[config.mk]
export PLATFORM = sky130hd
export DESIGN_NAME = bus_cmd_decoder
export DESIGN_NICKNAME = d
export VERILOG_FILES = /design/src/rtl/bcd_pkg.sv /design/src/rtl/bcd_frame.sv /design/src/rtl/bcd_cmd.sv /design/src/rtl/bcd_busy.sv /design/src/rtl/bus_cmd_decoder.sv
export SDC_FILE = /design/constraint.sdc
export NUM_CORES = 1
export LEC_CHECK = 0
export BUFFER_PORTS_ARGS = -buffer_cell sky130_fd_sc_hd__buf_4
export CAP_MARGIN = 20
export CORE_AREA = 4 4 41 43
export DETAILED_ROUTE_END_ITERATION = 7
export DIE_AREA = 0 0 45 47
export SKIP_LAST_GASP = 1
export SYNTH_ARGS = -nofsm -noshare
export SYNTH_HDL_FRONTEND = slang
export SYNTH_HIERARCHICAL = 1
export SYNTH_SLANG_ARGS = --single-unit
[constraint.sdc]
create_clock -name clk -period 2.2 [get_ports clk]
set_clock_uncertainty 0.05 [all_clocks]
set_input_delay 0.33 -clock clk [delete_from_list [all_inputs] [get_ports clk]]
set_output_delay 0.33 -clock clk [all_outputs]
set_load 0.02 [all_outputs]
[src/rtl/bcd_pkg.sv]
package bcd_pkg;

   localparam int ST_W = 3;

   typedef enum logic [ST_W-1:0] {
      ST_ACK   = 3'b000,
      ST_IORD  = 3'b001,
      ST_IOWR  = 3'b010,
      ST_HALT  = 3'b011,
      ST_FETCH = 3'b100,
      ST_MRD   = 3'b101,
      ST_MWR   = 3'b110,
      ST_IDLE  = 3'b111
   } stat_e;

   // command vector index
   localparam int NCMD  = 5;
   localparam int C_MRD = 0;
   localparam int C_MWR = 1;
   localparam int C_IRD = 2;
   localparam int C_IWR = 3;
   localparam int C_ACK = 4;

   localparam logic [NCMD-1:0] WR_MASK = (NCMD'(1) << C_MWR) | (NCMD'(1) << C_IWR);

   // one-hot active-high command selection for a status code
   function automatic logic [NCMD-1:0] cmd_sel(input logic [ST_W-1:0] code);
      logic [NCMD-1:0] sel;
      sel = '0;
      case (code)
         ST_ACK:           sel[C_ACK] = 1'b1;
         ST_IORD:          sel[C_IRD] = 1'b1;
         ST_IOWR:          sel[C_IWR] = 1'b1;
         ST_FETCH, ST_MRD: sel[C_MRD] = 1'b1;
         ST_MWR:           sel[C_MWR] = 1'b1;
         default:          sel = '0;
      endcase
      return sel;
   endfunction

endpackage

[src/rtl/bcd_frame.sv]
module bcd_frame
   import bcd_pkg::*;
(
   input  logic            clk,
   input  logic            rst,
   input  logic [ST_W-1:0] stat_i,
   input  logic            rdy_i,
   output logic            start_o,
   output logic            finish_o,
   output logic            live_o,
   output logic            ale_o,
   output logic [ST_W-1:0] typ_o
);

   localparam logic [ST_W-1:0] IDLE = ST_IDLE;

   logic            live_q;
   logic            ale_q;
   logic [ST_W-1:0] typ_q;

   assign start_o  = !live_q && (stat_i != IDLE);
   assign finish_o =  live_q && (stat_i == IDLE) && rdy_i;

   always_ff @(posedge clk) begin
      if (rst) begin
         live_q <= 1'b0;
         ale_q  <= 1'b0;
         typ_q  <= IDLE;
      end else begin
         ale_q <= start_o;
         if (start_o) begin
            live_q <= 1'b1;
            typ_q  <= stat_i;
         end else if (finish_o) begin
            live_q <= 1'b0;
            typ_q  <= IDLE;
         end
      end
   end

   assign live_o = live_q;
   assign ale_o  = ale_q;
   assign typ_o  = typ_q;

endmodule

[src/rtl/bcd_cmd.sv]
module bcd_cmd
   import bcd_pkg::*;
#(
   parameter bit EARLY_WR = 1'b0
) (
   input  logic            clk,
   input  logic            rst,
   input  logic [ST_W-1:0] typ_i,
   input  logic [ST_W-1:0] stat_i,
   input  logic            start_i,
   input  logic            hold_i,
   output logic [NCMD-1:0] cmd_n_o
);

   logic [NCMD-1:0] sel_typ;
   logic [NCMD-1:0] sel_raw;

   assign sel_typ = cmd_sel(typ_i);
   assign sel_raw = cmd_sel(stat_i);

   for (genvar i = 0; i < NCMD; i++) begin : g_cmd
      if (EARLY_WR && WR_MASK[i]) begin : g_early
         always_ff @(posedge clk) begin
            if (rst) cmd_n_o[i] <= 1'b1;
            else     cmd_n_o[i] <= !((hold_i && sel_typ[i]) || (start_i && sel_raw[i]));
         end
      end else begin : g_std
         always_ff @(posedge clk) begin
            if (rst) cmd_n_o[i] <= 1'b1;
            else     cmd_n_o[i] <= !(hold_i && sel_typ[i]);
         end
      end
   end

endmodule

[src/rtl/bcd_busy.sv]
module bcd_busy (
   input  logic clk,
   input  logic rst,
   input  logic live_nxt_i,
   input  logic lock_i,
   output logic busy_o
);

   always_ff @(posedge clk) begin
      if (rst) busy_o <= 1'b0;
      else     busy_o <= live_nxt_i || lock_i;
   end

endmodule

[src/rtl/bus_cmd_decoder.sv]
module bus_cmd_decoder
   import bcd_pkg::*;
#(
   parameter int STAT_W   = 3,
   parameter bit EARLY_WR = 1'b0
) (
   input  logic              clk,
   input  logic              rst,
   input  logic [STAT_W-1:0] stat_i,
   input  logic              rdy_i,
   input  logic              lock_i,
   output logic              ale_o,
   output logic              busy_o,
   output logic [STAT_W-1:0] cyc_type_o,
   output logic              mem_rd_n_o,
   output logic              mem_wr_n_o,
   output logic              io_rd_n_o,
   output logic              io_wr_n_o,
   output logic              inta_n_o
);

   if (STAT_W != ST_W) begin : g_bad_width
      $error("bus_cmd_decoder: STAT_W must equal the status code width");
   end

   logic            start;
   logic            finish;
   logic            live;
   logic            hold;
   logic [ST_W-1:0] typ;
   logic [NCMD-1:0] cmd_n;

   bcd_frame u_frame (
      .clk      (clk),
      .rst      (rst),
      .stat_i   (stat_i),
      .rdy_i    (rdy_i),
      .start_o  (start),
      .finish_o (finish),
      .live_o   (live),
      .ale_o    (ale_o),
      .typ_o    (typ)
   );

   // data phase continues into the next clock
   assign hold = live && !finish;

   bcd_cmd #(.EARLY_WR(EARLY_WR)) u_cmd (
      .clk     (clk),
      .rst     (rst),
      .typ_i   (typ),
      .stat_i  (stat_i),
      .start_i (start),
      .hold_i  (hold),
      .cmd_n_o (cmd_n)
   );

   bcd_busy u_busy (
      .clk        (clk),
      .rst        (rst),
      .live_nxt_i (start || hold),
      .lock_i     (lock_i),
      .busy_o     (busy_o)
   );

   assign cyc_type_o = typ;
   assign mem_rd_n_o = cmd_n[C_MRD];
   assign mem_wr_n_o = cmd_n[C_MWR];
   assign io_rd_n_o  = cmd_n[C_IRD];
   assign io_wr_n_o  = cmd_n[C_IWR];
   assign inta_n_o   = cmd_n[C_ACK];

endmodule

# Yosys cells after proc, flatten, opt, wreduce, memory -nomap -nowiden

Cells that the tools add are included.

Equal/unequal tests: 7
Reductions and logical operators: 21
Mux-type cells: 9

Operators by type and width:

| kind                                          | count |
|---|---|
| == test 3 bit, second input constant          | 4 |
| logical AND 1 bit                             | 9 |
| logical NOT 1 bit                             | 7 |
| 2-to-1 mux 1 bit                              | 7 |
| 2-to-1 mux 3 bit                              | 2 |
| == test 3 x 1 -> 1 bit, second input constant | 1 |
| == test 3 x 2 -> 1 bit, second input constant | 1 |
| logical NOT 3 bit                             | 1 |
| != test 3 bit, second input constant          | 1 |
| logical OR 1 bit                              | 2 |
| nonzero test 2 bit                            | 1 |
| OR reduction 2 bit                            | 1 |

Word-level logic and storage cells: 46
Register bits after elaboration: 11

# Logic depth before layout (Yosys ltp)

Gate-level depths: netlist of run 1.

Word-level depth: 7
Mapped depth: 5
Mapped depth without buffers: 5

# Cells and area by module

Netlist of run 1, hierarchy kept.

Modules (own cells, without submodules):

| module          | times used | cells each | sequential area each (µm²) | area each (µm²) |
|---|---|---|---|---|
| bcd_frame       | 1          | 21         | 100.1                      | 211.5 |
| bcd_cmd         | 1          | 13         | 100.1                      | 167.7 |
| bcd_busy        | 1          | 2          | 20.0                       | 30.0 |
| bus_cmd_decoder | 1          | 2          | 0.0                        | 20.0 |

# Worst setup path after synthesis of run 1

No wires, ideal clock.

Path type: input to register
Start: in stat_i[2]
End: reg u_frame.typ_q[2], in the netlist u_frame/typ_o[2]
Cell stages on the path: 3
Arrival: 1147 ps
Path slack: 868 ps
Data required time: 2015 ps
Setup time: 135 ps
Cell sequence: and4_4 -> and2_4 -> or4b_4

Cells in the longest elaborated chain, start to end: 4
Elaborated cells between the ends (all ways): 7
Those cells by class: eq/ne (2); mux (1); reduce/logical (4)

RTL lines:

| item                                | RTL line              | RTL |
|---|---|---|
| from (decl)                         | bus_cmd_decoder.sv:9  | `input logic [STAT_W-1:0] stat_i,` |
| == test 3 bit                       | bcd_frame.sv:22       | `assign finish_o = live_q && (stat_i == IDLE) && rdy_i;` |
| logical AND 1 bit (2 in a row)      | bcd_frame.sv:22       |  |
| named net finish                    | bus_cmd_decoder.sv:27 | `logic finish;` |
| nonzero test 2 bit (no source line) | --                    |  |
| to (signal assigned)                | bcd_frame.sv:33       | `typ_q <= stat_i;` |
| to (decl)                           | bcd_frame.sv:19       | `logic [ST_W-1:0] typ_q;` |

The timed path passes the listed nets, and every way through them passes these cells.
A chain may end at the register's enable or synchronous reset.

# Worst setup path after layout of run 1

Start: reg u_frame.typ_q[1], in the netlist u_frame/typ_o[1]
End: out cyc_type_o[1]

RTL lines:

| item      | RTL line              | RTL |
|---|---|---|
| to (decl) | bus_cmd_decoder.sv:14 | `output logic [STAT_W-1:0] cyc_type_o,` |

No word-level cell between the ends.

==> impl_metrics.csv, run 1 <==
group,metric,value,unit
status,status,"complete, no violations",
floorplan,rows,13,
place,hpwl,610.5,um
detailed_routing,firstDrtPassIters,4,
worst_hold_path,hold_depth,2,
finish,drive_above_1_share,44.83,%
pwr,ir_drop,302.5,uV
logic_synthesis,syn_area,429.2,um2
clocking,h-tree-depth,1,
logic_synthesis,synth_top_area_share,51.31,%
critical_path,r2r_setup_slack,0.96,ns
timing,finalCriticalPeriod,1.281,ns
timing,final_max_slew_viol_count,0,
logic_synthesis,syn_nets,45,
finish,num-fill-cells,137,
logic_synthesis,yosysWarnings,6,
clocking,numClockSinks,11,
grt,overflow,0,
critical_path,cp_top_family,"flip-flops",
logic_synthesis,seq_area_frac_synth,51.31,%
critical_path,setup.worst_path.start_class,"flop",
timing,hold_viol,0,
logic_synthesis,synthDistinctLibCells,20,
floorplan,die_w,45,um
timing,max_freq,0.7804,GHz
clocking,clkLatencyLatePin,0.26,ns
floorplan,core,0.001301,mm2
clocking,cts_tree,"yes",
detailed_routing,routedWlPerCell,10.56,um
detailed_routing,wl_met1,345,um
floorplan,initial_core_util,32.98,%
critical_path,cp_max_fo,6,
logic_synthesis,yosys-top-cells-area,"dfxtp_1 51%, o21ai_0 5.8%, nor4b_4 5.5%, nand3b_1 5.2%, nor2b_4 3.2%",
pwr,p_sw_share,23.91,%
clocking,path_clk_slew,0.07,ns
worst_hold_path,hp-start,"lock_i",
clocking,cts-root-buf,"clkbuf_4",
detailed_routing,vias,360,
clocking,clock_path_buffers,2,
clocking,cts_resized,0,
finish,final_nets,66,
place,placed_area,568.0,um2
critical_path,r2r_cells,4,
critical_path,startpoint,"u_frame/typ_o[1]$_SDFFE_PP1P_",
worst_hold_path,hp-class,"input port to flop",
timing,relSlewSlack,82.65,%
pwr,p_seq_share,53.6,%
timing,fin_hold_ws,0.2326,ns
pwr,p_leak,0.2466,nW
critical_path,path_cells,"buf_4",
critical_path,slowest_delay,0.45,ns
pwr,combPwrFrac,13.9,%
detailed_routing,drt_iter0_drc,7,
timing,finalSetupViolCount,0,
finish,fin_area,594.3,um2
critical_path,worst_r2r_endpoint,"u_busy/busy_o$_SDFF_PP0_",
critical_path,crit-reg2reg-launch,"u_frame/live_o$_SDFFE_PP0P_",
floorplan,ioPinCount,17,
critical_path,cp.arrival,0.90,ns
pwr,clkPwrFrac,32.5,%
floorplan,dieArea,0.002115,mm2
detailed_routing,vias_per_cell,4.932,
critical_path,path_class,"flop to output pin",
critical_path,crit_path_end_kind,"output pin",
clocking,cts_setup_buffers,0,
flow_run,drv_cap,0,
critical_path,critPathBufInv,1,
timing,tightest_slew,0.2599,ns
detailed_routing,dr_wl_met3,64,um
detailed_routing,topRoutingLayerUsed,"met4",
logic_synthesis,syn_inst,38,
logic_synthesis,avgSynthCellArea,11.29,um2
detailed_routing,drc,0,
timing,rsz0062_at_grt,"no",
pwr,powerDensity,681.7,mW/mm2
detailed_routing,antenna_left,0,
grt,grt_pass1_wl,1283,um
place,place_congestion,0.7944,
critical_path,cp-endpoint,"cyc_type_o[1]",
critical_path,crit_cells,1,
critical_path,cp.required,1.82,ns
clocking,cts_made_buffers,3,
grt,grt_max_degree,10,
detailed_routing,drt-total-wl,771,um
timing,period_share,58.24,%
grt,grt_util_all_layers,8.644,%
grt,antenna_found_initial,0,
finish,syn_to_final_growth,38.48,%
clocking,cts_hold_buffers,0,
detailed_routing,wl_met2,347,um
timing,fin_tns_setup,0,ns
grt,grt_pass1_vias,324,
place,io_buffers,16,
critical_path,slowest_stage,"dfxtp_1",
pwr,p_int,0.3083,mW
floorplan,die_h,47,um
logic_synthesis,synth_area_leader_cell,"dfxtp_1",
finish,diodes,0,
pwr,p_switching,0.09686,mW
logic_synthesis,ys_ff_latch,11,
flip-flops by register name, indices dropped and copies added (netlist names):
register        cells
u_frame/live_o      1
u_cmd/cmd_n_o       5
u_frame/typ_o       3
u_busy/busy_o       1
u_frame/ale_o       1
cell usage in the layout, fill, tap and decap left out:
cell | Yosys | routed
or2_1 | 1 | 1
or4b_4 | 1 | 1
and4_4 | 1 | 1
nor2_1 | 1 | 1
and3_2 | 1 | 1
nor3b_2 | 1 | 1
o21ai_0 | 5 | 5
o21ba_1 | 1 | 1
a21oi_1 | 1 | 1
buf_4 | 0 | 16
nand2b_1 | 2 | 2
nor2b_4 | 1 | 1
nand2_1 | 1 | 1
clkbuf_1 | 0 | 1
clkbuf_4 | 0 | 3
nor3b_1 | 1 | 1
nor3_1 | 1 | 1
nand3b_1 | 3 | 3
nor4b_4 | 1 | 1
nand3_1 | 2 | 2
a31oi_1 | 1 | 1
and2_4 | 1 | 1
dfxtp_1 | 11 | 11
logic make-up (layout without fill, tap and decap cells):
family,Yosys count,in the layout,share of synthesized area (%)
simple gates,19,19,37.90
compound gates,8,8,10.79
flops,11,11,51.31
buf+inv,0,20,0
final cells by class:
type	count	area [um2]	share of cell area (%)
clock buffers	4	26.28	4.421
multi-input cells	27	209.0	35.16
flip-flops and latches	11	220.2	37.05
well taps	15	18.77	3.158
repair buffers	16	120.1	20.21
metrics by stage:
stage                     power (mW)  setup slack, ns  util (%)  instances
after floorplan               0.2508           0.8679         -         38
after global placement        0.2794           0.7292     43.65         69
after detailed placement      0.2788           0.7165     43.65         69
after CTS                     0.4139           0.8952     45.67         73
after global routing          0.4362           0.8514     45.67         73
final                         0.4052           0.9187     45.67         73
synth_stat cells:
| library cell | n |
|---|---|
| nand3_1 | 2 |
| nor4b_4 | 1 |
| and4_4 | 1 |
| a21oi_1 | 1 |
| nor2b_4 | 1 |
| nor3b_2 | 1 |
| o21ba_1 | 1 |
| nor3_1 | 1 |
| nand2_1 | 1 |
| and3_2 | 1 |
| or4b_4 | 1 |
| o21ai_0 | 5 |
| nor2_1 | 1 |
| a31oi_1 | 1 |
| or2_1 | 1 |
| nand3b_1 | 3 |
| nor3b_1 | 1 |
| nand2b_1 | 2 |
| and2_4 | 1 |
| dfxtp_1 | 11 |
power groups by stage:
stage          clock network, mW  logic, mW  registers (mW)
2_1_floorplan                  0     0.0217           0.229
3_5_place_dp                   0     0.0568           0.222
4_1_cts                    0.140     0.0569           0.217
6_report                   0.132     0.0563           0.217
5_1_grt                    0.155     0.0620           0.219
3_3_place_gp                   0     0.0572           0.222
routing by layer:
layer / GRT usage, % / up-vias
met5: 0 / -
li1: - / 180
met3: 2.682 / 2
met4: 8.772 / 0
met1: 9.655 / 164
met2: 12.71 / 14
worst min path at each step:
stage                                        to  slack (ns)
floorplan           u_frame/live_o$_SDFFE_PP0P_        0.35
global placement    u_cmd/cmd_n_o[2]$_SDFF_PP1_        0.39
detailed placement  u_cmd/cmd_n_o[2]$_SDFF_PP1_        0.40
CTS                    u_busy/busy_o$_SDFF_PP0_        0.22
global route           u_busy/busy_o$_SDFF_PP0_        0.23
finish                 u_busy/busy_o$_SDFF_PP0_        0.23
No activity file was read; power rests on OpenSTA's default activity.
==> inputs of run 2 (changes only) <==
ABC_AREA = 1   (was default)
clock period = 1 ns   (was 2.2 ns; I/O delays follow)
==> impl_metrics.csv, run 2 <==
group,metric,value,unit
status,status,"finished, violations left",
status,violations,"setup timing",
place,place_congestion,0.7374,
floorplan,rows,13,
clocking,clock_path_buffers,2,
timing,tightest_slew,0.1683,ns
logic_synthesis,synthDistinctLibCells,11,
timing,finalSetupViolCount,7,
logic_synthesis,seq_area_frac_synth,49.30,%
pwr,clkPwrFrac,32.1,%
clocking,clkLatencyLatePin,0.26,ns
floorplan,dieArea,0.002115,mm2
logic_synthesis,ys_top_cells_by_count,"15 x inv_1, 11 x dfxtp_1, 10 x nand2_1, 9 x nand3_1, 5 x nor2_1",
logic_synthesis,syn_inst,60,
logic_synthesis,syn_nets,67,
logic_synthesis,yosysWarnings,6,
critical_path,cp_max_fo,5,
timing,hold_viol,0,
flow_run,drv_cap,0,
finish,layout_commonest_cell,"buf_4",
critical_path,setup.worst_path.start_class,"flop",
logic_synthesis,yosys-top-cells-area,"dfxtp_1 49%, inv_1 13%, nand3_1 10%, nand2_1 8.4%, nor2_4 5.0%",
floorplan,ioPinCount,17,
place,dp.cells,96,
finish,layoutNonFillerInstCount,102,
clocking,numClockSinks,11,
logic_synthesis,synth_flop_cell,"dfxtp_1",
timing,max_freq,0.9401,GHz
detailed_routing,firstDrtPassIters,2,
grt,overflow,0,
detailed_routing,drc,0,
place,io_buffers,16,
finish,diodes,0,
detailed_routing,antenna_left,0,
critical_path,path_class,"flop to flop",
pwr,p_sw_share,26.95,%
logic_synthesis,avgSynthCellArea,7.445,um2
clocking,cts-root-buf,"clkbuf_4",
floorplan,die_w,45,um
logic_synthesis,synth_area_leader_cell,"dfxtp_1",
pwr,p_seq_share,50.2,%
timing,period_share,106.4,%
logic_synthesis,synth_top_area_share,49.30,%
pwr,combPwrFrac,17.7,%
timing,final_max_slew_viol_count,0,
grt,grt_pass1_wl,1255,um
logic_synthesis,yosysMostFrequentCell,"inv_1",
detailed_routing,vias_per_cell,4.108,
logic_synthesis,syn_area,446.7,um2
finish,layout_common_cells,"22 x buf_4, 11 x inv_1, 9 x nand2_1",
finish,num-fill-cells,134,
timing,relSlewSlack,88.74,%
pwr,ir_drop,625.7,uV
grt,grt_util_all_layers,8.406,%
floorplan,initial_core_util,34.33,%
finish,largest_register_ff_count,5,
worst_hold_path,hp-class,"input port to flop",
logic_synthesis,ys_ff_latch,11,
detailed_routing,drt_iter0_drc,2,
clocking,cts_hold_buffers,0,
finish,syn_to_final_growth,54.62,%
logic_synthesis,synth-edff-count,0,
finish,drive_above_1_share,51.72,%
clocking,cts_made_buffers,3,
finish,final_nets,95,
critical_path,cp.required,1.10,ns
grt,antenna_found_initial,0,
grt,grt_pass1_vias,336,
detailed_routing,drt-total-wl,845,um
logic_synthesis,async_reset_ff_share,0,%
critical_path,crit_path_end_kind,"flop",
pwr,p_switching,0.2529,mW
place,dp_slack,-0.09416,ns
detailed_routing,routedWlPerCell,8.284,um
timing,finalCriticalPeriod,1.064,ns
finish,regMostFlops,"u_cmd/cmd_n_o",
pwr,p_int,0.6855,mW
floorplan,die_h,47,um
clocking,h-tree-depth,1,
place,hpwl,644.4,um
pwr,powerDensity,1359,mW/mm2
clocking,path_clk_slew,0.08,ns
detailed_routing,vias,419,
timing,rsz0062_at_grt,"yes",
clocking,cts_tree,"yes",
timing,setup_ws,-0.06368,ns
floorplan,core,0.001301,mm2
grt,grt_max_degree,8,
pwr,p_leak,0.3810,nW
critical_path,cp.arrival,1.17,ns
-- run 2: changes by cell type in the layout (fill, tap and decap cells not counted), sizes merged, moves of 2 or more --
cell    change
inv        +15
nand2      +12
buf         +7
nand3       +7
nor2        +7
o21ai       -5
nand3b      -3
clkinv      +2
nand2b      -2
nor3b       -2
-- run 2: final cells by class --
cell class	instances	area [um2]	area share, %
inverter	16	61.31	8.877
clock buffer	3	22.52	3.261
multi-input combinational	33	178.9	25.91
timing repair buffer	23	176.4	25.54
tap	15	18.77	2.717
sequential	11	227.7	32.97
clock inverter	1	5.005	0.7246
-- run 2: path summary, 6_finish.rpt --
| path | start | end | slack, ns | cells after the start |
|---|---|---|---|---|
| worst max-delay path | u_frame/live_o$_SDFFE_PP0P_ | u_cmd/cmd_n_o[0]$_SDFF_PP1_ | -0.06 | 10 |
| worst min register to register | u_frame/typ_o[0]$_SDFFE_PP1P_ | u_cmd/cmd_n_o[2]$_SDFF_PP1_ | 0.39 | 1 |
| worst max register to register | u_frame/live_o$_SDFFE_PP0P_ | u_cmd/cmd_n_o[0]$_SDFF_PP1_ | -0.06 | 10 |
| worst min-delay path | rst | u_frame/live_o$_SDFFE_PP0P_ | 0.04 | 2 |
-- run 2: per-stage QoR --
stage	TNS, ns	util, %	total power [mW]	instance area [um2]	hold slack, ns
detailed placement	-0.4540	48.27	0.6351	628.1	0.3134
finish	-0.3252	53.08	0.9384	690.7	0.03705
floorplan	-0.4201	-	0.5625	451.7	0.1650
CTS	-0.4067	51.63	0.9386	671.9	0.03280
global placement	-0.3530	48.27	0.6331	628.1	0.3126
global route	-0.8958	53.08	0.9945	690.7	0.02256
-- run 2: cell families (layout without fill, tap and decap cells) --
group	Yosys count	in the layout	synth area share, %
DFF	11	11	49.30
AOI/OAI and AO/OA	1	1	1.119
and+or+nand+nor	32	32	36.14
buffers and inverters	16	43	13.44
-- run 2: power groups by stage --
stage          sequential (mW)  clock, mW  combinational (mW)
3_5_place_dp             0.481          0               0.154
6_report                 0.471      0.302               0.166
4_1_cts                  0.473      0.310               0.156
2_1_floorplan            0.501          0              0.0619
3_3_place_gp             0.480          0               0.153
5_1_grt                  0.473      0.341               0.181
-- run 2: what timing repair did --
action | 4_1_cts | 5_1_grt
pin swaps | 4 | 1
setup endpoints to repair | 9 | 11
gates resized for setup | 4 | 5
gates cloned | 0 | 0
buffers inserted | 1 | 2
endpoints found under the hold margin | 0 | 0
-- run 2: layer usage --
metal  GRT usage, %  wire [um]  up-vias  share of wire (%)
li1               -          -      228                  -
met1          8.966        361      174                 43
met2          13.84        412       15                 49
met3          3.448         62        2                7.3
met4          5.263          8        0               0.95
met5              0          0        -                  0
-- run 2: worst max-delay path, cell delays in order, from the launching register on --
cell,delay [ns]
dfxtp_2,0.33
nand2_2,0.06
clkinv_2,0.05
nand2_2,0.06
inv_2,0.03
inv_2,0.04
nand2_2,0.05
inv_2,0.05
inv_2,0.03
nor2_4,0.13
nand3_1,0.08
